==> src/rtl/sgtx_pkg.sv <==
package sgtx_pkg;
  localparam int WORD_W    = 32;
  localparam int KEEP_W    = WORD_W / 8;
  localparam int LEN_W     = 23;
  localparam int EOF_BIT   = 26;
  localparam int SOF_BIT   = 27;
  localparam int DONE_BIT  = 31;
  localparam int APP_WORDS = 5;
  localparam logic [7:0] OFF_NEXT = 8'h00;
  localparam logic [7:0] OFF_BUF  = 8'h08;
  localparam logic [7:0] OFF_CTRL = 8'h18;
  localparam logic [7:0] OFF_STAT = 8'h1C;
  localparam logic [7:0] OFF_APP  = 8'h20;

  typedef enum logic [2:0] {
    ST_IDLE, ST_DESC, ST_APP, ST_DATA, ST_WB, ST_NEXT
  } sgtx_state_e;

  function automatic logic [7:0] desc_word_off(input logic [2:0] idx);
    case (idx[1:0])
      2'd0:    return OFF_NEXT;
      2'd1:    return OFF_BUF;
      2'd2:    return OFF_CTRL;
      default: return OFF_STAT;
    endcase
  endfunction
endpackage

==> src/rtl/sgtx_keep.sv <==
module sgtx_keep
  import sgtx_pkg::*;
(
  input  logic [LEN_W-1:0]  rem,
  output logic [KEEP_W-1:0] keep,
  output logic              final_beat
);
  for (genvar b = 0; b < KEEP_W; b++) begin : g_byte
    assign keep[b] = (rem > LEN_W'(b));
  end
  assign final_beat = (rem <= LEN_W'(KEEP_W));
endmodule

==> src/rtl/sgtx_hold.sv <==
module sgtx_hold #(
  parameter int W = 32
) (
  input  logic         clk,
  input  logic         rst_n,
  input  logic         load,
  input  logic [W-1:0] load_data,
  output logic         out_valid,
  input  logic         out_ready,
  output logic [W-1:0] out_data
);
  always_ff @(posedge clk) begin
    if (!rst_n) begin
      out_valid <= 1'b0;
      out_data  <= '0;
    end else if (load) begin
      out_valid <= 1'b1;
      out_data  <= load_data;
    end else if (out_ready) begin
      out_valid <= 1'b0;
    end
  end
endmodule

==> src/rtl/sgtx_seq.sv <==
module sgtx_seq
  import sgtx_pkg::*;
#(
  parameter int ADDR_W = 32
) (
  input  logic              clk,
  input  logic              rst_n,
  input  logic              run,
  input  logic              kick,
  input  logic              cur_load,
  input  logic [ADDR_W-1:0] cur_in,
  input  logic [ADDR_W-1:0] tail_ptr,
  output logic [ADDR_W-1:0] cur_ptr,
  output logic              busy,
  output logic              halted,
  output logic              idle,
  output logic              pkt_done,
  output logic              mem_req,
  output logic              mem_we,
  output logic [ADDR_W-1:0] mem_addr,
  output logic [31:0]       mem_wdata,
  input  logic              mem_ack,
  input  logic [31:0]       mem_rdata,
  output logic              c_valid,
  input  logic              c_ready,
  output logic [31:0]       c_data,
  output logic              d_valid,
  input  logic              d_ready,
  output logic [31:0]       d_data,
  output logic [3:0]        d_keep,
  output logic              d_last
);
  localparam int DPAY_W = WORD_W + KEEP_W + 1;

  sgtx_state_e       state;
  logic [2:0]        widx;
  logic [ADDR_W-1:0] nxt_ptr, buf_ptr, rd_ptr;
  logic [31:0]       ctrl;
  logic [LEN_W-1:0]  rem;
  logic [KEEP_W-1:0] beat_keep;
  logic              beat_final;
  logic              c_load, d_load;
  logic [DPAY_W-1:0] d_pay_in, d_pay_out;
  logic              rd_ack;

  sgtx_keep u_keep (.rem(rem), .keep(beat_keep), .final_beat(beat_final));

  assign rd_ack   = mem_ack && !mem_we;
  assign c_load   = (state == ST_APP) && rd_ack;
  assign d_load   = (state == ST_DATA) && rd_ack;
  assign d_pay_in = {ctrl[EOF_BIT] && beat_final, beat_keep, mem_rdata};

  sgtx_hold #(.W(WORD_W)) u_chold (
    .clk(clk), .rst_n(rst_n), .load(c_load), .load_data(mem_rdata),
    .out_valid(c_valid), .out_ready(c_ready), .out_data(c_data)
  );

  sgtx_hold #(.W(DPAY_W)) u_dhold (
    .clk(clk), .rst_n(rst_n), .load(d_load), .load_data(d_pay_in),
    .out_valid(d_valid), .out_ready(d_ready), .out_data(d_pay_out)
  );

  assign {d_last, d_keep, d_data} = d_pay_out;
  assign busy = (state != ST_IDLE);

  // Memory request decode
  always_comb begin
    mem_req   = 1'b0;
    mem_we    = 1'b0;
    mem_addr  = cur_ptr;
    mem_wdata = '0;
    case (state)
      ST_DESC: begin
        mem_req  = 1'b1;
        mem_addr = cur_ptr + ADDR_W'(desc_word_off(widx));
      end
      ST_APP: begin
        mem_req  = !c_valid;
        mem_addr = cur_ptr + ADDR_W'(OFF_APP) + ADDR_W'({widx, 2'b00});
      end
      ST_DATA: begin
        mem_req  = !c_valid && !d_valid;
        mem_addr = rd_ptr;
      end
      ST_WB: begin
        mem_req   = 1'b1;
        mem_we    = 1'b1;
        mem_addr  = cur_ptr + ADDR_W'(OFF_STAT);
        mem_wdata = {1'b1, {(31-LEN_W){1'b0}}, ctrl[LEN_W-1:0]};
      end
      default: ;
    endcase
  end

  always_ff @(posedge clk) begin
    if (!rst_n) begin
      state    <= ST_IDLE;
      widx     <= '0;
      cur_ptr  <= '0;
      nxt_ptr  <= '0;
      buf_ptr  <= '0;
      rd_ptr   <= '0;
      ctrl     <= '0;
      rem      <= '0;
      halted   <= 1'b1;
      idle     <= 1'b0;
      pkt_done <= 1'b0;
    end else begin
      pkt_done <= 1'b0;
      case (state)
        ST_IDLE: begin
          if (cur_load) cur_ptr <= cur_in;
          if (kick && run) begin
            halted <= 1'b0;
            idle   <= 1'b0;
            widx   <= '0;
            state  <= ST_DESC;
          end
        end
        ST_DESC: if (mem_ack) begin
          widx <= widx + 3'd1;
          case (widx[1:0])
            2'd0: nxt_ptr <= mem_rdata[ADDR_W-1:0];
            2'd1: buf_ptr <= mem_rdata[ADDR_W-1:0];
            2'd2: ctrl    <= mem_rdata;
            default: begin
              widx   <= '0;
              rem    <= ctrl[LEN_W-1:0];
              rd_ptr <= buf_ptr;
              if (mem_rdata[DONE_BIT]) begin
                halted <= 1'b1;
                state  <= ST_IDLE;
              end else if (ctrl[SOF_BIT]) begin
                state <= ST_APP;
              end else begin
                state <= (ctrl[LEN_W-1:0] == '0) ? ST_WB : ST_DATA;
              end
            end
          endcase
        end
        ST_APP: if (mem_ack) begin
          widx <= widx + 3'd1;
          if (widx == 3'(APP_WORDS - 1)) begin
            state <= (rem == '0) ? ST_WB : ST_DATA;
          end
        end
        ST_DATA: if (mem_ack) begin
          rd_ptr <= rd_ptr + ADDR_W'(KEEP_W);
          rem    <= beat_final ? '0 : rem - LEN_W'(KEEP_W);
          if (beat_final) state <= ST_WB;
        end
        ST_WB: if (mem_ack) begin
          pkt_done <= ctrl[EOF_BIT];
          state    <= ST_NEXT;
        end
        ST_NEXT: begin
          cur_ptr <= nxt_ptr;
          widx    <= '0;
          if (cur_ptr == tail_ptr) begin
            idle  <= 1'b1;
            state <= ST_IDLE;
          end else begin
            state <= run ? ST_DESC : ST_IDLE;
          end
        end
        default: state <= ST_IDLE;
      endcase
    end
  end
endmodule

==> config.mk <==
export PLATFORM = sky130hd
export DESIGN_NAME = sgtx_seq
export DESIGN_NICKNAME = d
export VERILOG_FILES = /design/src/rtl/sgtx_pkg.sv /design/src/rtl/sgtx_keep.sv /design/src/rtl/sgtx_hold.sv /design/src/rtl/sgtx_seq.sv
export SDC_FILE = /design/constraint.sdc
export NUM_CORES = 1
export LEC_CHECK = 0
export ABC_AREA = 0
export CORE_AREA = 10 10 153 155
export DETAILED_ROUTE_END_ITERATION = 16
export DIE_AREA = 0 0 163 165
export DONT_BUFFER_PORTS = 1
export MAX_ROUTING_LAYER = met4
export PLACE_DENSITY = 0.85
export RECOVER_POWER = 50
export SLEW_MARGIN = 20
export SYNTH_ARGS = -nofsm -noshare
export SYNTH_HDL_FRONTEND = slang
export SYNTH_SLANG_ARGS = --single-unit
export TNS_END_PERCENT = 1
==> constraint.sdc <==
create_clock -name clk -period 8.9 [get_ports clk]
set_input_delay 0.89 -clock clk [delete_from_list [all_inputs] [get_ports clk]]
set_output_delay 0.89 -clock clk [all_outputs]
set_load 0.01 [all_outputs]
==> results of run 1 <==
critical path: cells and delay by family, from the launching register on:
family / cells / cell delay [ns]
buf+inv: 2 / 3.53
simple gates: 2 / 1.40
flops: 1 / 0.33
compound gates: 2 / 0.51
area by class of cell:
type,instances,share of cell area (%)
clock inverters,7,0.466
repair buffers,17,0.699
inverters,30,0.811
multi-input cells,1487,55.0
flip-flops and latches,256,35.3
clock buffers,40,5.33
well taps,270,2.33
placed cells by master, fill, tap and decap left out, drive strengths merged, types with 31 or more instances in the layout:
cell type,Yosys,final
nor2,141,141
a311oi,34,34
dfxtp,256,256
clkbuf,117,47
inv,28,31
nand2,461,461
and3,40,40
o21ai,95,95
nor3,37,37
xor2,41,41
nand3,76,76
a21oi,243,243
registers in the layout, summed over array words and instances, names as in the netlist:
name,flops
u_chold.out_data,32
rem,23
ctrl,25
idle,1
pkt_done,1
buf_ptr,32
u_chold.out_valid,1
u_dhold.out_valid,1
nxt_ptr,32
rd_ptr,32
halted,1
u_dhold.out_data,37
state,3
cur_ptr,32
widx,3
where the power goes:
| part | total, W | switching, W | internal (W) |
|---|---|---|---|
| logic | 0.000231 | 0.000159 | 0.0000716 |
| registers | 0.00125 | 0.0000807 | 0.00117 |
| clock network | 0.00107 | 0.000471 | 0.000602 |
routing by layer:
| layer | up-vias | wire length [um] | GRT usage [%] |
|---|---|---|---|
| met1 | 6778 | 19400 | 46.9 |
| met3 | 198 | 8480 | 15.1 |
| li1 | 6557 | - | - |
| met2 | 1070 | 22900 | 56.0 |
| met5 | - | 0 | - |
| met4 | 0 | 2940 | 18.2 |
worst paths after layout:
| check | start | to | slack, ns | depth (start not counted) |
|---|---|---|---|---|
| hold / removal | rst_n | halted | 0.43 | 1 |
| setup reg to reg | state[0] | rem[19] | 1.94 | 6 |
| setup / recovery | state[0] | mem_addr[4] | 1.69 | 6 |
| hold reg to reg | buf_ptr[0] | rd_ptr[0] | 0.45 | 2 |
kinds of logic after synthesis:
group	count (synthesis)
DFF	256
xor gates and xnor gates	48
adders and majority gates	17
buffers and inverters	197
and+or+nand+nor	875
other	1
AOI/OAI and AO/OA	535
muxes	4
stage by stage:
stage	std cells	setup slack [ns]	power, W	util, %	area, um^2
4_1_cts	2107	3.01	0.00253	72.1	14500
3_5_place_dp	2060	3.56	0.00149	67.9	13700
5_1_grt	2107	1.62	0.00261	71.9	14500
6_report	2107	1.69	0.00256	71.9	14500
2_1_floorplan	1940	4.85	0.00142	-	13900
3_3_place_gp	2060	3.67	0.00149	67.9	13700
==> reports/results.txt, run 1 <==
cts hold-fix bufs -> 0
pin count of the biggest net entering global routing -> 130
post-synthesis mux area share -> 0.306%
post-CTS setup buffers -> 0
Simple-Gate Fraction of Synth Area -> 28.4%
global-route wire length before repair -> 79.7 mm
routability cong. -> 1.05
Post-Synth XOR/XNOR Area -> 3.02%
Clock Skews -> 0.0338 ns
GRT overflow -> 0
IO Count -> 277
Iter 0 DRT Violations -> 2,504
main combinational cell family by area after synthesis -> simple AND/OR/NAND/NOR gates
Chip Width -> 163 um
number of fill cells -> 1,641
Max H-tree Level -> 1
Area Growth Syn to Fin -> 4.26%
Avg WL per Cell -> 25.5 um
Worst Setup Start Kind -> flip-flop
post-route ant nets -> 0
initial antenna violation count -> 0
clock buffers created by TritonCTS -> 26
f_max -> 139 MHz
die height -> 165 um
Placement Rows -> 52
crit end category -> primary output
vias in the first global route -> 13,200
Reg area -> 0.00513 mm^2
Worst-Skew Late Latency -> 0.56 ns
violated checks -> max-capacitance violations, max-slew violations
Crit path top cell by count -> clkbuf_1
RSZ-0062 raised after global routing -> no
layout cell share with drive strength beyond 1 -> 4.46%
HP Class -> in2reg
Crit Path Class -> reg2out
Final #Nets -> 1,939
clock sinks -> 256
Slew @ Worst Pin -> 2.89 ns
Arr. time, crit path -> 6.32 ns
Yosys top cell area share -> 36.8%
ANT cells -> 0
Max Slew Vio Count -> 288
setup_tns -> 0 ns
post-DP HPWL -> 37.9 mm
fin crit period -> 7.21 ns
yosys warns -> 0
Initial Utilization -> 69.0%
Worst slew margin -> -92.3%
Fin. Hold Viols -> 0
post-route clock period utilization -> 81.0%
Static Leak -> 4.98 nW
count leader, synth -> nand2_1
#FFs+latches synth -> 256
CTS tree -> yes
synthesized area -> 0.0139 mm^2
Port Buffer Count -> 0
CP max FO -> 61
WL final -> 53.8 mm
Synth Flop Type -> dfxtp_1
Overall Global Routing Usage -> 38.8%
asr flop ratio synth -> 0%
area leader, netlist -> dfxtp_1
Max Buffers Root-to-Sink -> 3
synth top area cells -> dfxtp_1 (37%), nand2_1 (12%), a21oi_1 (8.7%), nor2_1 (3.7%), o21ai_0 (3.3%)
Final setup viols -> 0
Post-synth EDFFs -> 0
worst vdd ir -> 170 uV
Req. time, crit path -> 8.01 ns
delay of the slowest cell on the worst path -> 2.05 ns
Max Cap Viol -> 7
Mean Syn Cell Area -> 7.20 um^2
core area -> 0.0202 mm^2
clock root buffer -> clkbuf_16
Initial DRT Pass Iterations -> 8
crit path cell chain -> clkbuf_1 -> and3b_1 -> clkbuf_1 -> nand2_1 -> o21ai_0 -> a221o_1
compound-cell area share of the yosys netlist -> 23.8%
final hold slack -> 0.426 ns
Mapped Cells -> 1,933
status -> finished with violations
DRC violations left -> 0
Cell Pwr Density -> 176 mW/mm^2
Distinct cells, synth -> 83
sequential-to-total area share from yosys stat -> 36.8%
die area -> 0.0269 mm^2
post-synthesis adder-cell area fraction -> 1.64%
multi-input logic area -> 0.00798 mm^2
Worst-path clk slew -> 0.06 ns
vias per cell -> 6.93
commonest cells in the netlist -> nand2_1 (461), dfxtp_1 (256), a21oi_1 (243)
via count -> 14,600
post-CTS sizing -> 0
Worst path slowest cell -> clkbuf_1
Note: power is estimated with default switching activity, not from simulation.
==> run 2, diff against run 1 <==
- ABC_AREA: 0 -> 1
- CORE_AREA: 10 10 153 155 -> 10 10 167 169
- DIE_AREA: 0 0 163 165 -> 0 0 177 179
- PLACE_DENSITY: 0.85 -> 0.76
- clock period: 8.9 -> 6.6 ns (I/O delays scaled with it)
==> run 2 against run 1 <==
  * The run still ends with max-capacitance violations, max-slew violations left
  * Global-route usage fell by 5.7 points
  * Via count is 1.5% higher
  * Cell count rose by 16%
  * Critical path depth rose by 2
==> reports/results.txt, run 2 <==
status -> finished with violations
violated checks -> max-capacitance violations, max-slew violations
synth top area cells -> dfxtp_1 (36%), nand2_1 (14%), a21oi_1 (8.1%), o21ai_0 (7.2%), nor2_1 (5.9%)
count leader, synth -> nand2_1
Worst-path clk slew -> 0.07 ns (about the same)
sequential-to-total area share from yosys stat -> 36.4% (-0.46 points)
area leader, netlist -> dfxtp_1
cts hold-fix bufs -> 0 (unchanged)
most frequent cells in the layout -> nand2_1 (537), dfxtp_1 (256), a21oi_1 (227)
synthesized area -> 0.0141 mm^2 (+1.3%)
post-route ant nets -> 0 (unchanged)
clock buffers created by TritonCTS -> 27 (+3.8%)
Max Slew Vio Count -> 225 (-22%)
Synth Flop Type -> dfxtp_1
yosys warns -> 0 (unchanged)
Worst slew margin -> -76.3% (+16 points)
initial antenna violation count -> 2 (+2)
Layout Cells excl Fill -> 2,434 (+16%)
HP Class -> in2reg
#FFs+latches synth -> 256 (unchanged)
Final setup viols -> 0 (unchanged)
Avg WL per Cell -> 21.9 um (-14%)
Crit Path Class -> reg2out
final hold slack -> 0.260 ns (-0.166 ns)
Arr. time, crit path -> 4.59 ns (-1.73 ns)
Initial Utilization -> 56.9% (-12 points)
Iter 0 DRT Violations -> 1,751 (-30%)
IO Count -> 277 (unchanged)
Mean Syn Cell Area -> 6.48 um^2 (-10%)
Final #Nets -> 2,208 (+14%)
post-DP HPWL -> 38.6 mm (+1.7%)
Max Cap Viol -> 4 (-3)
Final Util -> 60.3% (-12 points)
final setup margin -> 1.35 ns (-0.341 ns)
dpl ws -> 2.50 ns (-1.07 ns)
Worst-Skew Late Latency -> 0.54 ns (-0.02 ns)
Distinct cells, synth -> 48 (-42%)
clock sinks -> 256 (unchanged)
R2R depth -> 8 (+2)
worst hold stages -> 2 (+1)
asr flop ratio synth -> 0% (unchanged)
Worst Setup Start Kind -> flip-flop
Max H-tree Level -> 1 (unchanged)
Largest Register -> u_dhold.out_data
post-route clock period utilization -> 79.5%
pin count of the biggest net entering global routing -> 159 (+22%)
setup_tns -> 0 ns (unchanged)
DRC violations left -> 0 (unchanged)
post-CTS sizing -> 0 (unchanged)
global-route wire length before repair -> 79.9 mm (+0.22%)
Static Leak -> 5.80 nW (+17%)
Slew @ Worst Pin -> 2.64 ns (-0.241 ns)
die area -> 0.0317 mm^2 (+18%)
routability cong. -> 1.05 (-0.11%)
ANT cells -> 0 (unchanged)
CTS tree -> yes
GRT overflow -> 0 (unchanged)
Clock Skews -> 0.0106 ns (-0.0232 ns)
worst vdd ir -> 274 uV (+61%)
WL final -> 53.3 mm (-0.87%)
CP max FO -> 65 (+6.6%)
die height -> 179 um (+8.5%)
Area Growth Syn to Fin -> 5.86%
f_max -> 191 MHz
vias in the first global route -> 13,400 (+1.5%)
Placement Rows -> 58 (+12%)
fin crit period -> 5.25 ns
core area -> 0.0247 mm^2 (+23%)
Overall Global Routing Usage -> 33.1% (-5.7 points)
Req. time, crit path -> 5.94 ns (-2.07 ns)
RSZ-0062 raised after global routing -> no
Cell Pwr Density -> 343 mW/mm^2 (+94%)
most common cell after layout, fill and taps aside -> nand2_1
Yosys top cell area share -> 36.4% (-0.46 points)
Mapped Cells -> 2,176 (+13%)
clock root buffer -> clkbuf_16
via count -> 14,800 (+1.5%)
Inst Count DP -> 2,388 (+16%)
commonest cells in the netlist -> nand2_1 (534), dfxtp_1 (256), a21oi_1 (227)
post-CTS setup buffers -> 0 (unchanged)
number of fill cells -> 2,389 (+46%)
max reg flops -> 37 (unchanged)
Port Buffer Count -> 0 (unchanged)
Chip Width -> 177 um (+8.6%)
Initial DRT Pass Iterations -> 5 (-3)
Max Buffers Root-to-Sink -> 3 (unchanged)
layout cell share with drive strength beyond 1 -> 3.52% (-0.95 points)
vias per cell -> 6.09 (-12%)
Fin. Hold Viols -> 0 (unchanged)
crit end category -> primary output
Post-synth EDFFs -> 0 (unchanged)
-- run 2: kinds of logic after synthesis --
kind of cell / count (synthesis) / synth area share (%)
adder cells (fa/ha/maj): 17 / 1.62
buffers and inverters: 348 / 10.0
other: 1 / 0.0266
AND/OR/NAND/NOR: 990 / 29.4
XOR/XNOR: 42 / 2.61
AO/OA/AOI/OAI: 522 / 19.9
flip-flops: 256 / 36.4
-- run 2: area by class of cell --
type | count | area [um^2] | area share [%]
timing repair buffer | 10 | 56.3 | 0.377
sequential | 256 | 5120 | 34.4
tap | 330 | 413 | 2.77
multi-input combinational | 1579 | 7580 | 50.8
clock buffer | 34 | 752 | 5.04
clock inverter | 12 | 189 | 1.27
inverter | 213 | 800 | 5.36
-- run 2: stage by stage --
| step | total power (W) | area, um^2 |
|---|---|---|
| floorplan | 0.00307 | 14100 |
| global placement | 0.00344 | 14000 |
| detailed placement | 0.00346 | 14000 |
| CTS | 0.00508 | 14900 |
| global route | 0.00536 | 14900 |
| finish | 0.00511 | 14900 |
-- run 2: worst paths after layout --
| path | to | start | slack [ns] |
|---|---|---|---|
| max reg2reg | cur_ptr[31] | state[2] | 1.52 |
| min reg2reg | buf_ptr[18] | buf_ptr[18] | 0.45 |
| max | mem_addr[4] | state[1] | 1.35 |
| min | u_chold.out_data[21] | mem_rdata[21] | 0.26 |
-- run 2: metal layers --
layer / track usage (%) / wire length (um)
met5: - / 0
met4: 11.1 / 1940
met3: 8.93 / 6630
met2: 50.1 / 23400
met1: 42.0 / 21300
-- run 2: worst max-delay path, stage by stage (launching register included) --
cell	delay (ns)
dfxtp_1	0.37
nand2_1	0.15
nor2_4	0.03
buf_4	0.31
inv_2	0.13
clkbuf_1	1.88
nor2_1	0.44
nor2_1	0.33
o311ai_0	0.37
-- run 2: power breakdown --
part           switching [W]  leakage, nW  internal, W
clock               0.000638        0.469     0.000994
sequential          0.000281         2.08      0.00171
combinational        0.00104         3.26     0.000453
total                0.00196         5.80      0.00315
